$ cat config.mk
export PLATFORM = sky130hd
export DESIGN_NAME = prio_intc
export DESIGN_NICKNAME = d
export VERILOG_FILES = /design/src/rtl/intc_pkg.sv /design/src/rtl/intc_line.sv /design/src/rtl/intc_arb.sv /design/src/rtl/prio_intc.sv
export SDC_FILE = /design/constraint.sdc
export NUM_CORES = 1
export LEC_CHECK = 0
export CAP_MARGIN = 40
export CELL_PAD_IN_SITES_DETAIL_PLACEMENT = 0
export CELL_PAD_IN_SITES_GLOBAL_PLACEMENT = 1
export CORE_MARGIN = 3
export CORE_UTILIZATION = 53
export CTS_BUF_LIST = sky130_fd_sc_hd__clkbuf_8
export DETAILED_ROUTE_END_ITERATION = 10
export PLACE_DENSITY = 0.95
export REMOVE_ABC_BUFFERS = 1
export SLEW_MARGIN = 30
export SYNTH_ARGS = -nofsm -noshare
export SYNTH_HDL_FRONTEND = slang
export SYNTH_SLANG_ARGS = --single-unit
$ cat constraint.sdc
create_clock -name clk -period 59.6 [get_ports clk]
set_clock_uncertainty 0.2 [all_clocks]
set_input_delay 14.9 -clock clk [delete_from_list [all_inputs] [get_ports clk]]
set_output_delay 14.9 -clock clk [all_outputs]
set_load 0.02 [all_outputs]
$ cat src/rtl/intc_pkg.sv
package intc_pkg;
  typedef enum logic [1:0] {
    LN_IDLE = 2'd0,
    LN_PEND = 2'd1,
    LN_ACTV = 2'd2
  } line_st_e;
endpackage

$ cat src/rtl/intc_line.sv
module intc_line
  import intc_pkg::*;
#(
  parameter int PRIO_W = 4
) (
  input  logic              clk,
  input  logic              rst_n,
  input  logic              evt,
  input  logic              cfg_hit,
  input  logic [PRIO_W-1:0] cfg_prio,
  input  logic              cfg_mask,
  input  logic              take,
  input  logic              retire,
  output logic              pend,
  output logic              actv,
  output logic [PRIO_W-1:0] prio
);
  line_st_e          st_q, st_d;
  logic              mask_q;
  logic [PRIO_W-1:0] prio_q;
  logic              eff_mask;

  // A mask written in this cycle already governs this edge.
  assign eff_mask = cfg_hit ? cfg_mask : mask_q;

  always_comb begin
    st_d = st_q;
    unique case (st_q)
      LN_IDLE: if (evt && !eff_mask) st_d = LN_PEND;
      LN_PEND: begin
        if (take)          st_d = LN_ACTV;
        else if (eff_mask) st_d = LN_IDLE;
      end
      LN_ACTV: if (retire) st_d = LN_IDLE;
      default: st_d = LN_IDLE;
    endcase
  end

  always_ff @(posedge clk or negedge rst_n) begin
    if (!rst_n) begin
      st_q <= LN_IDLE;
    end else begin
      st_q <= st_d;
    end
  end

  always_ff @(posedge clk or negedge rst_n) begin
    if (!rst_n) begin
      mask_q <= 1'b0;
      prio_q <= '0;
    end else if (cfg_hit) begin
      mask_q <= cfg_mask;
      prio_q <= cfg_prio;
    end
  end

  assign pend = (st_q == LN_PEND);
  assign actv = (st_q == LN_ACTV);
  assign prio = prio_q;

  p_event_pends_r2: assert property (@(posedge clk) disable iff (!rst_n)
    (st_q == LN_IDLE && evt && !mask_q && !cfg_hit) |=> (st_q == LN_PEND));

  p_retire_idles_r7: assert property (@(posedge clk) disable iff (!rst_n)
    (st_q == LN_ACTV && retire) |=> (st_q == LN_IDLE));

  p_pend_unmasked_r8: assert property (@(posedge clk) disable iff (!rst_n)
    (st_q == LN_PEND) |-> !mask_q);

  p_masked_ignores_r8: assert property (@(posedge clk) disable iff (!rst_n)
    (st_q == LN_IDLE && mask_q && !cfg_hit) |=> (st_q == LN_IDLE));
endmodule

$ cat src/rtl/intc_arb.sv
module intc_arb #(
  parameter int N      = 16,
  parameter int PRIO_W = 4,
  localparam int ID_W  = $clog2(N)
) (
  input  logic [N-1:0]             valid,
  input  logic [N-1:0][PRIO_W-1:0] prio,
  output logic                     found,
  output logic [ID_W-1:0]          id,
  output logic [PRIO_W-1:0]        best
);
  // Scan from the top index down; ">=" lets a lower index win a tie.
  always_comb begin
    found = 1'b0;
    id    = '0;
    best  = '0;
    for (int i = N - 1; i >= 0; i--) begin
      if (valid[i] && (!found || prio[i] >= best)) begin
        found = 1'b1;
        id    = ID_W'(i);
        best  = prio[i];
      end
    end
  end
endmodule

$ cat src/rtl/prio_intc.sv
module prio_intc #(
  parameter int NUM_LINES = 16,
  parameter int PRIO_W    = 4,
  localparam int ID_W     = $clog2(NUM_LINES)
) (
  input  logic                 clk,
  input  logic                 rst_n,
  input  logic [NUM_LINES-1:0] evt_i,
  input  logic                 cfg_we_i,
  input  logic [ID_W-1:0]      cfg_id_i,
  input  logic [PRIO_W-1:0]    cfg_prio_i,
  input  logic                 cfg_mask_i,
  output logic                 irq_o,
  input  logic                 ack_i,
  output logic [ID_W-1:0]      ack_id_o,
  input  logic                 eoi_i,
  input  logic [ID_W-1:0]      eoi_id_i,
  output logic                 run_valid_o,
  output logic [ID_W-1:0]      run_id_o
);
  logic [NUM_LINES-1:0]             pend_v, actv_v;
  logic [NUM_LINES-1:0][PRIO_W-1:0] prio_v;
  logic                             p_found, a_found;
  logic [ID_W-1:0]                  p_id, a_id;
  logic [PRIO_W-1:0]                p_prio, a_prio, act_lvl;
  logic                             grant;

  assign grant = ack_i && irq_o;

  for (genvar g = 0; g < NUM_LINES; g++) begin : g_line
    intc_line #(.PRIO_W(PRIO_W)) u_line (
      .clk      (clk),
      .rst_n    (rst_n),
      .evt      (evt_i[g]),
      .cfg_hit  (cfg_we_i && cfg_id_i == ID_W'(g)),
      .cfg_prio (cfg_prio_i),
      .cfg_mask (cfg_mask_i),
      .take     (grant && p_id == ID_W'(g)),
      .retire   (eoi_i && eoi_id_i == ID_W'(g)),
      .pend     (pend_v[g]),
      .actv     (actv_v[g]),
      .prio     (prio_v[g])
    );
  end

  intc_arb #(.N(NUM_LINES), .PRIO_W(PRIO_W)) u_pend_arb (
    .valid (pend_v),
    .prio  (prio_v),
    .found (p_found),
    .id    (p_id),
    .best  (p_prio)
  );

  intc_arb #(.N(NUM_LINES), .PRIO_W(PRIO_W)) u_actv_arb (
    .valid (actv_v),
    .prio  (prio_v),
    .found (a_found),
    .id    (a_id),
    .best  (a_prio)
  );

  // With nothing active the threshold is zero, so priority zero never asks.
  assign act_lvl     = a_found ? a_prio : '0;
  assign irq_o       = p_found && (p_prio > act_lvl);
  assign ack_id_o    = p_id;
  assign run_valid_o = a_found;
  assign run_id_o    = a_id;

  p_grant_runs_r5: assert property (@(posedge clk) disable iff (!rst_n)
    (ack_i && irq_o && !cfg_we_i) |=> (run_valid_o && run_id_o == $past(ack_id_o)));

  p_no_ack_no_change_r5: assert property (@(posedge clk) disable iff (!rst_n)
    (!irq_o && !eoi_i && !cfg_we_i) |=> ($stable(run_valid_o) && $stable(run_id_o)));

  p_irq_needs_pend_r3: assert property (@(posedge clk) disable iff (!rst_n)
    irq_o |-> (pend_v != '0));

  p_states_disjoint_r1: assert property (@(posedge clk) disable iff (!rst_n)
    (pend_v & actv_v) == '0);
endmodule

# --- Word-level counts from Yosys, hierarchy flattened ---
# Index checks and enable logic that the tools add are counted.
classes:
  n_reduce_logical: 207
  n_eq_ne: 125
  order_cmp: 31
  n_mux: 193
op_table:
  columns: ["cell", "count"]
  rows:
  - ["$mux W4", 65]
  - ["$mux W2", 64]
  - ["$ge A4 B4 Y1", 30]
  - ["$eq A4 B4 Y1 const B", 24]
  - ["$logic_and A1 B1 Y1", 96]
  - ["$pmux W2 S3", 16]
  - ["$ne A2 B1 Y1 const B", 32]
  - ["$eq A4 B3 Y1 const B", 12]
  - ["$mux W1", 48]
  - ["$ne A3 B2 Y1 const B", 16]
  - ["$reduce_and A3 Y1", 16]
  - ["$logic_not A1 Y1", 46]
  - ["$eq A2 B1 Y1 const B", 16]
  - ["$eq A2 B2 Y1 const B", 16]
  - ["$logic_not A2 Y1", 16]
  - ["$logic_or A1 B1 Y1", 30]
  - ["$eq A4 B2 Y1 const B", 6]
  - ["$eq A4 B1 Y1 const B", 3]
  - ["$logic_not A4 Y1", 3]
  - ["$gt A4 B4 Y1", 1]
word_totals:
  register_bits: 112
  elab_cells: 604
  out_inout_bits: 10
  input_bits: 34

# --- Logic depth before layout (Yosys ltp) ---
# Gate-level depths: netlist (run 1).
logic_depth:
  depth_word: 69
  depth_mapped: 143

# --- By module ---
# From an unflattened synthesis (run 1), not the netlist that was laid out.
unflattened:
  hier_cells: 1210
  hier_area_um2: 11011.8
by_module_without_submodules:
  columns: ["mod", "cells_per_inst", "instances", "area_each_um2"]
  rows:
  - ["intc_line", 19, 16, 285.3]
  - ["intc_arb (u_pend_arb)", 427, 1, 2989.1]
  - ["intc_arb (u_actv_arb)", 391, 1, 2758.9]
  - ["prio_intc", 88, 1, 699.4]

# --- Worst setup path before layout (run 1) ---
# Ideal clock, no wire load.
synth_timing:
  path_kind: "reg2out"
  startpoint: "register g_line[15].u_line.st_q[1]"
  endpoint: "output irq_o"
  path_stages_with_launch: 133
  slack_ns: 21.323
  required_time_ns: 44.500
  t_arrival_ns: 23.177
  path_buffers: 7
  cell_sequence: "dfrtp_1 > and2b_1 > nand2_1 > inv_1 > ha_1 > nand2b_1 > a21o_1 > a21o_1 > a211oi_1 > nor3_1 > or2_2 > ha_1 > nand2b_1 > a21o_1 > a21o_1 > a221o_1 > and2_1 > o21a_1 > [97 not listed] > nor4_1 > a221o_1 > ha_1 > nand2b_1 > a21o_1 > a21o_1 > a21oi_1 > o21ai_0 > nand2b_1 > clkbuf_1 > a21oi_1 > ha_1 > nor2b_1 > o21ai_0 > nand2b_1 > a21oi_1 > a41o_1 > a21oi_1"
synth_between:
  elab_chain_len: 65
  elab_cells_between_ends: 189
synth_rtl:
  columns: ["item", "line", "rtl"]
  rows:
  - ["start, declared", "intc_line.sv:18", "line_st_e st_q, st_d;"]
  - ["start signal, assigned", "intc_line.sv:43", "st_q <= st_d;"]
  - ["$eq A2 B2 Y1", "intc_line.sv:58", "assign actv = (st_q == LN_ACTV);"]
  - ["$mux W4 or $mux W1 (tied branches)", "intc_arb.sv:18", "if (valid[i] && (!found || prio[i] >= best)) begin"]
  - ["$ge A4 B4 Y1 or $logic_not A1 Y1 (tied branches)", "intc_arb.sv:18", null]
  - ["$logic_or A1 B1 Y1", "intc_arb.sv:18", null]
  - ["$logic_and A1 B1 Y1", "intc_arb.sv:18", null]
  - ["$mux W4 or $mux W1 (tied branches)", "intc_arb.sv:18", null]
  - ["$ge A4 B4 Y1 or $logic_not A1 Y1 (tied branches)", "intc_arb.sv:18", null]
  - ["$logic_or A1 B1 Y1", "intc_arb.sv:18", null]
  - ["[49 not listed]", null, null]
  - ["$mux W4 or $mux W1 (tied branches)", "intc_arb.sv:18", null]
  - ["$ge A4 B4 Y1 or $logic_not A1 Y1 (tied branches)", "intc_arb.sv:18", null]
  - ["$logic_or A1 B1 Y1", "intc_arb.sv:18", null]
  - ["$logic_and A1 B1 Y1", "intc_arb.sv:18", null]
  - ["$mux W4 or $mux W1 (tied branches)", "intc_arb.sv:18", null]
  - ["$mux W4", "prio_intc.sv:63", "assign act_lvl = a_found ? a_prio : '0;"]
  - ["$gt A4 B4 Y1", "prio_intc.sv:64", "assign irq_o = p_found && (p_prio > act_lvl);"]
  - ["$logic_and A1 B1 Y1 (*)", "prio_intc.sv:64", null]
  - ["end, declared", "prio_intc.sv:13", "output logic irq_o,"]
# Mark *: on every way between the ends. The rest lies on a longest branch, timed or not.

# --- Worst setup path in the final report (run 1) ---
# Ends and elaborated chain as after synthesis.

==> flow_metrics.tcl, run 1 <==
set metrics [dict create \
    critPathKind "flip-flop to output port" \
    crit_end "irq_o" \
    synth_async_sr_flop_share_pct 100.0 \
    grt_max_degree 67 \
    layout_commonest_cell "ha_1" \
    num_vias 8691 \
    critPathLaunchType "flip-flop" \
    dp_hpwl_um 22420 \
    synth-main-ff-cell "dfrtp_1" \
    crit_path_top_delay_cell "a21oi_1" \
    start_util_pct 54.55 \
    io_pins 44 \
    yosysWarnings 0 \
    synth.mux.area_fraction_pct 10.68 \
    fin_util_pct 59.41 \
    htree_levels 3 \
    synth-seq-cells 112 \
    clkTransAtPathRegs_ns 0.14 \
    dieArea_um2 20350 \
    max_slew_margin_pct 46.51 \
    yosysSeqAreaShare_pct 28.31 \
    areaGrowthSynthToFinish_pct 8.911 \
    avgSynthCellArea_um2 8.894 \
    clock_latency_ns 0.42 \
    period_share_pct 70.04 \
    cts_tree "built" \
    whs_ns 0.2499 \
    wl_um 28560 \
    synth_cell_types 78 \
    cts_setup_buffers 0 \
    max_freq_ghz 0.02396 \
    post_cts_resized 0 \
    path_max_fanout 16 \
    place.gp.congestion 0.9236 \
    grt_remaining_overflow 0 \
    synth_simple_gate_area_share_pct 19.11 \
    dp_cells 1366 \
    arrival_ns 26.64 \
    cts_root_buffer "clkbuf_8" \
    die_h_um 142.7 \
    fin_crit_ns 41.74 \
    ctsHoldBuffers 0 \
    cts_made_buffers 9 \
    synth-edff-count 0 \
    synthAdderAreaFrac_pct 14.79 \
    io_buffers 43 \
    rows 49 \
    end_kind "output port" \
    drcViolationCount 0 \
    diodes 0 \
    syn_area_um2 9899 \
    synthCells 1113 \
    nNetsFinal 1301 \
    drv_cap 0 \
    wl_per_cell_um 20.64 \
    drive_above_1_share_pct 12.47 \
    finalSetupViolCount 0 \
    tightest_slew_ns 0.8024 \
    status "complete, no violations" \
    r2r_setup_slack_ns 32.60 \
    first_iter_violations 768 \
    timing.rr.end "g_line[13].u_line.st_q[0]" \
    synth_xor_area_share_pct 0 \
    first_global_vias 8223 \
    grt_usage_pct 28.26 \
    synth_top_family_by_area "compound AO/OA/AOI/OAI gates" \
    drv_slew 0 \
    final_cell_mix "ha_1, dfrtp_1, nand2_1" \
    crit_path_frequent_cell "a21o_1" \
    rsz0062_at_grt "no" \
    cp.required_ns 44.50 \
    max_stage_delay_ns 0.65 \
    synth-compound-area-share_pct 23.80 \
    clock_path_buffers 2 \
    final-hold-violation-count 0 \
    core_area_um2 18150 \
    cp-startpoint "g_line[15].u_line.st_q[1]" \
    grt_pass1_wl_um 45220 \
    stdcell_count 1384 \
    tns_ns 0 \
    rr_worst_depth 130 \
    clock_sinks 112 \
    ant_nets 0 \
    firstDrtPassIters 5 \
    antenna_found_initial 0 \
    hp-class "flip-flop to flip-flop" \
    r2r_start "g_line[15].u_line.st_q[1]" \
    viasPerCell 6.280 \
    die_w_um 142.7 \
]
## flip-flops by register name, indices dropped and copies added, names as in the netlist
register / cells
g_line.u_line.st_q: 32
g_line.u_line.mask_q: 16
g_line.u_line.prio: 64
## synth_stat cells (5+ instances only)
cell	instances	area share (%)
nand2b_1	66	4.2
mux2_2	77	8.8
nand2_1	93	3.5
nor3_1	28	1.4
a31oi_1	20	1.3
a211oi_1	9	0.68
and2_1	5	0.32
a21o_1	52	3.9
nor2_1	77	2.9
o21ai_1	5	0.25
nor4_1	5	0.32
o21a_1	19	1.4
dfrtp_1	112	28
a21boi_0	6	0.45
inv_1	52	2.0
or2_2	8	0.51
o311ai_0	6	0.53
and3_1	6	0.38
mux2i_1	13	1.3
o31ai_1	6	0.45
or3_1	5	0.32
nand3_1	14	0.71
o211ai_1	9	0.68
nand3b_1	9	0.68
ha_1	117	15
nor2b_1	31	2.0
a21oi_1	68	3.4
o22ai_1	14	0.88
o21ai_0	70	3.5
clkbuf_1	22	0.83
## how the worst min path moves through the flow
| stage | start | endpoint | slack [ns] | cells past startpoint |
|---|---|---|---|---|
| after global routing | g_line[3].u_line.st_q[1] | g_line[3].u_line.st_q[0] | 0.27 | 1 |
| final | g_line[3].u_line.st_q[1] | g_line[3].u_line.st_q[0] | 0.25 | 1 |
| after CTS | g_line[3].u_line.st_q[1] | g_line[3].u_line.st_q[0] | 0.25 | 1 |
| after floorplan | g_line[4].u_line.st_q[1] | g_line[4].u_line.st_q[0] | 0.22 | 1 |
| after detailed placement | g_line[3].u_line.st_q[1] | g_line[3].u_line.st_q[0] | 0.23 | 1 |
| after global placement | g_line[2].u_line.st_q[1] | g_line[2].u_line.st_q[0] | 0.23 | 1 |
## final cells by class
type / count / area, um^2
clock inverter: 7 / 70.07
sequential: 112 / 2803
multi-input combinational: 922 / 6769
inverter: 52 / 195.2
fill: 1645 / 7366
clock buffer: 9 / 123.9
timing repair buffer: 53 / 534.3
tap: 229 / 286.5
## metrics by stage
stage / instance area [um^2] / setup slack [ns]
6_report: 10780 / 17.86
5_1_grt: 10780 / 15.51
3_5_place_dp: 10550 / 18.79
4_1_cts: 10740 / 18.22
3_3_place_gp: 10520 / 19.36
2_1_floorplan: 9767 / 21.79
## routing by layer
layer | vias to the layer above | share of wire, % | track usage [%]
met4 | 0 | 1.5 | 5.903
li1 | 4169 | - | -
met1 | 4239 | 48 | 42.64
met2 | 256 | 44 | 42.88
met5 | - | 0 | 0
met3 | 27 | 5.8 | 4.588
## worst max-delay path, delay by kind of cell, from the launching register on
kind	cells	cell delay, ns
AO/OA/AOI/OAI	65	12.98
adder cells (fa/ha/maj)	16	4.25
buffers and inverters	4	0.99
flip-flops	1	0.46
multiplexers	4	1.65
AND/OR/NAND/NOR	38	5.86
## logic make-up after synthesis
group,count (synthesis)
AOI/OAI and AO/OA,341
adders and majority gates,117
buffers and inverters,79
DFF,112
muxes,94
and+or+nand+nor,370
Power of run 1 is left out: the tool's default activity adds up to more than one toggle a clock period on the data nets, which glitch-free logic cannot reach.
==> run 2, diff against run 1 <==
CORE_UTILIZATION = 49   (was 53)
PLACE_DENSITY = 0.91   (was 0.95)
clock period = 40.6 ns   (was 59.6 ns; I/O delays follow)
==> run 2 against run 1 <==
  * Clock-buffer cell count unchanged
  * Via count rose by 0.33%
  * Utilization decreased by 4.5 points
  * First-iteration DRC count increased by 2.9%
  * Sequential share of layout area about the same
  * Worst setup slack worse by 15 ns
  * Flip-flop and latch count did not move
  * Wire length is 0.10% lower
  * Final area rose by 0.13%
  * Non-clock buffer count unchanged
  * Register-to-register slack lost 20 ns
  * Die area rose by 7.8%
==> flow_metrics.tcl, run 2 (synthesized netlist as in run 1, its figures left out) <==
set metrics [dict create \
    die_h_um 148.1 \
    period_share_pct 92.63 \
    rows 51 \
    grt_pass1_wl_um 46200 \
    io_buffers 43 \
    core_area_um2 19650 \
    stdcell_count 1420 \
    crit_path_frequent_cell "a21o_1" \
    num_vias 8720 \
    arrival_ns 27.26 \
    dieArea_um2 21940 \
    drcViolationCount 0 \
    drive_above_1_share_pct 12.38 \
    dp_hpwl_um 22500 \
    max_stage_delay_ns 0.67 \
    clock_path_buffers 2 \
    wl_per_cell_um 20.09 \
    cp.required_ns 30.25 \
    drv_cap 0 \
    final_cell_mix "ha_1, dfrtp_1, nand2_1" \
    largest_reg_flops 64 \
    drv_slew 0 \
    grt_max_degree 65 \
    final-hold-violation-count 0 \
    layout_commonest_cell "ha_1" \
    r2r_start "g_line[15].u_line.st_q[1]" \
    antenna_found_initial 0 \
    wl_um 28530 \
    pre_cts_slack_ns 3.485 \
    fin_crit_ns 37.61 \
    cts_root_buffer "clkbuf_8" \
    tightest_slew_ns 0.8396 \
    finalSetupViolCount 0 \
    first_iter_violations 790 \
    hp-class "flip-flop to flip-flop" \
    ant_nets 0 \
    crit_end "irq_o" \
    post_cts_resized 0 \
    clock_latency_ns 0.40 \
    grt_usage_pct 26.56 \
    htree_levels 3 \
    die_w_um 148.1 \
    rsz0062_at_grt "no" \
    firstDrtPassIters 5 \
    start_util_pct 50.37 \
    viasPerCell 6.141 \
    clkTransAtPathRegs_ns 0.11 \
    crit_path_top_delay_cell "a21oi_1" \
    max_freq_ghz 0.02659 \
    dp_cells 1402 \
    rr_worst_depth 129 \
    critPathLaunchType "flip-flop" \
    cts_made_buffers 9 \
    grt_remaining_overflow 0 \
    r2r_setup_slack_ns 12.94 \
    critPathKind "flip-flop to output port" \
    cp-startpoint "g_line[15].u_line.st_q[1]" \
    ctsHoldBuffers 0 \
    nNetsFinal 1301 \
    clock_sinks 112 \
    cts_setup_buffers 0 \
    tns_ns 0 \
    fin_util_pct 54.93 \
    end_kind "output port" \
    cts_tree "built" \
    areaGrowthSynthToFinish_pct 9.050 \
    timing.rr.end "g_line[13].u_line.st_q[1]" \
    place.gp.congestion 0.9016 \
    status "complete, no violations" \
    io_pins 44 \
    fin_ws_ns 2.992 \
    max_slew_margin_pct 44.02 \
    diodes 0 \
    path_max_fanout 16 \
    first_global_vias 8410 \
]
run 2: cell types whose count changed in the layout (fill, tap and decap cells not counted), sizes merged:
cell	delta
dlymetal6s2s	-1
clkinv	+1
clkbuf	+1
inv	-1
run 2: final cells by class:
type,count,area [um^2]
Sequential cell,112,2803
Timing Repair Buffer,53,533.0
Clock buffer,9,123.9
Fill cell,1871,8859
Clock inverter,7,40.04
Multi-Input combinational cell,922,6769
Inverter,52,195.2
Tap cell,265,331.6
run 2: per-layer routing:
metal	GRT usage, %	wire [um]
met1	39.47	13790
met2	41.20	12650
met5	0	0
met4	7.344	544
met3	2.986	1546
run 2: how the worst min path moves through the flow:
| stage | startpoint | end | cells past startpoint |
|---|---|---|---|
| 4_1_cts | g_line[3].u_line.st_q[1] | g_line[3].u_line.st_q[0] | 1 |
| 2_1_floorplan | g_line[4].u_line.st_q[1] | g_line[4].u_line.st_q[0] | 1 |
| 6_report | g_line[2].u_line.st_q[1] | g_line[2].u_line.st_q[0] | 1 |
| 3_3_place_gp | g_line[2].u_line.st_q[1] | g_line[2].u_line.st_q[0] | 1 |
| 5_1_grt | g_line[2].u_line.st_q[1] | g_line[2].u_line.st_q[0] | 1 |
| 3_5_place_dp | g_line[3].u_line.st_q[1] | g_line[3].u_line.st_q[0] | 1 |
run 2: critical path, delay by kind of cell (launching register included):
kind	cells	cell delay [ns]
buf+inv	4	0.96
fa+ha+maj	16	4.21
simple gates	37	6.21
compound gates	65	13.28
mux	4	1.72
flops	1	0.45
run 2: through the flow:
stage               hold slack [ns]  area, um^2
global route                 0.2673       10800
CTS                          0.2441       10760
detailed placement           0.2285       10600
finish                       0.2486       10800
global placement             0.2268       10560
floorplan                    0.2151        9767
Power of run 2 is left out for the same reason.
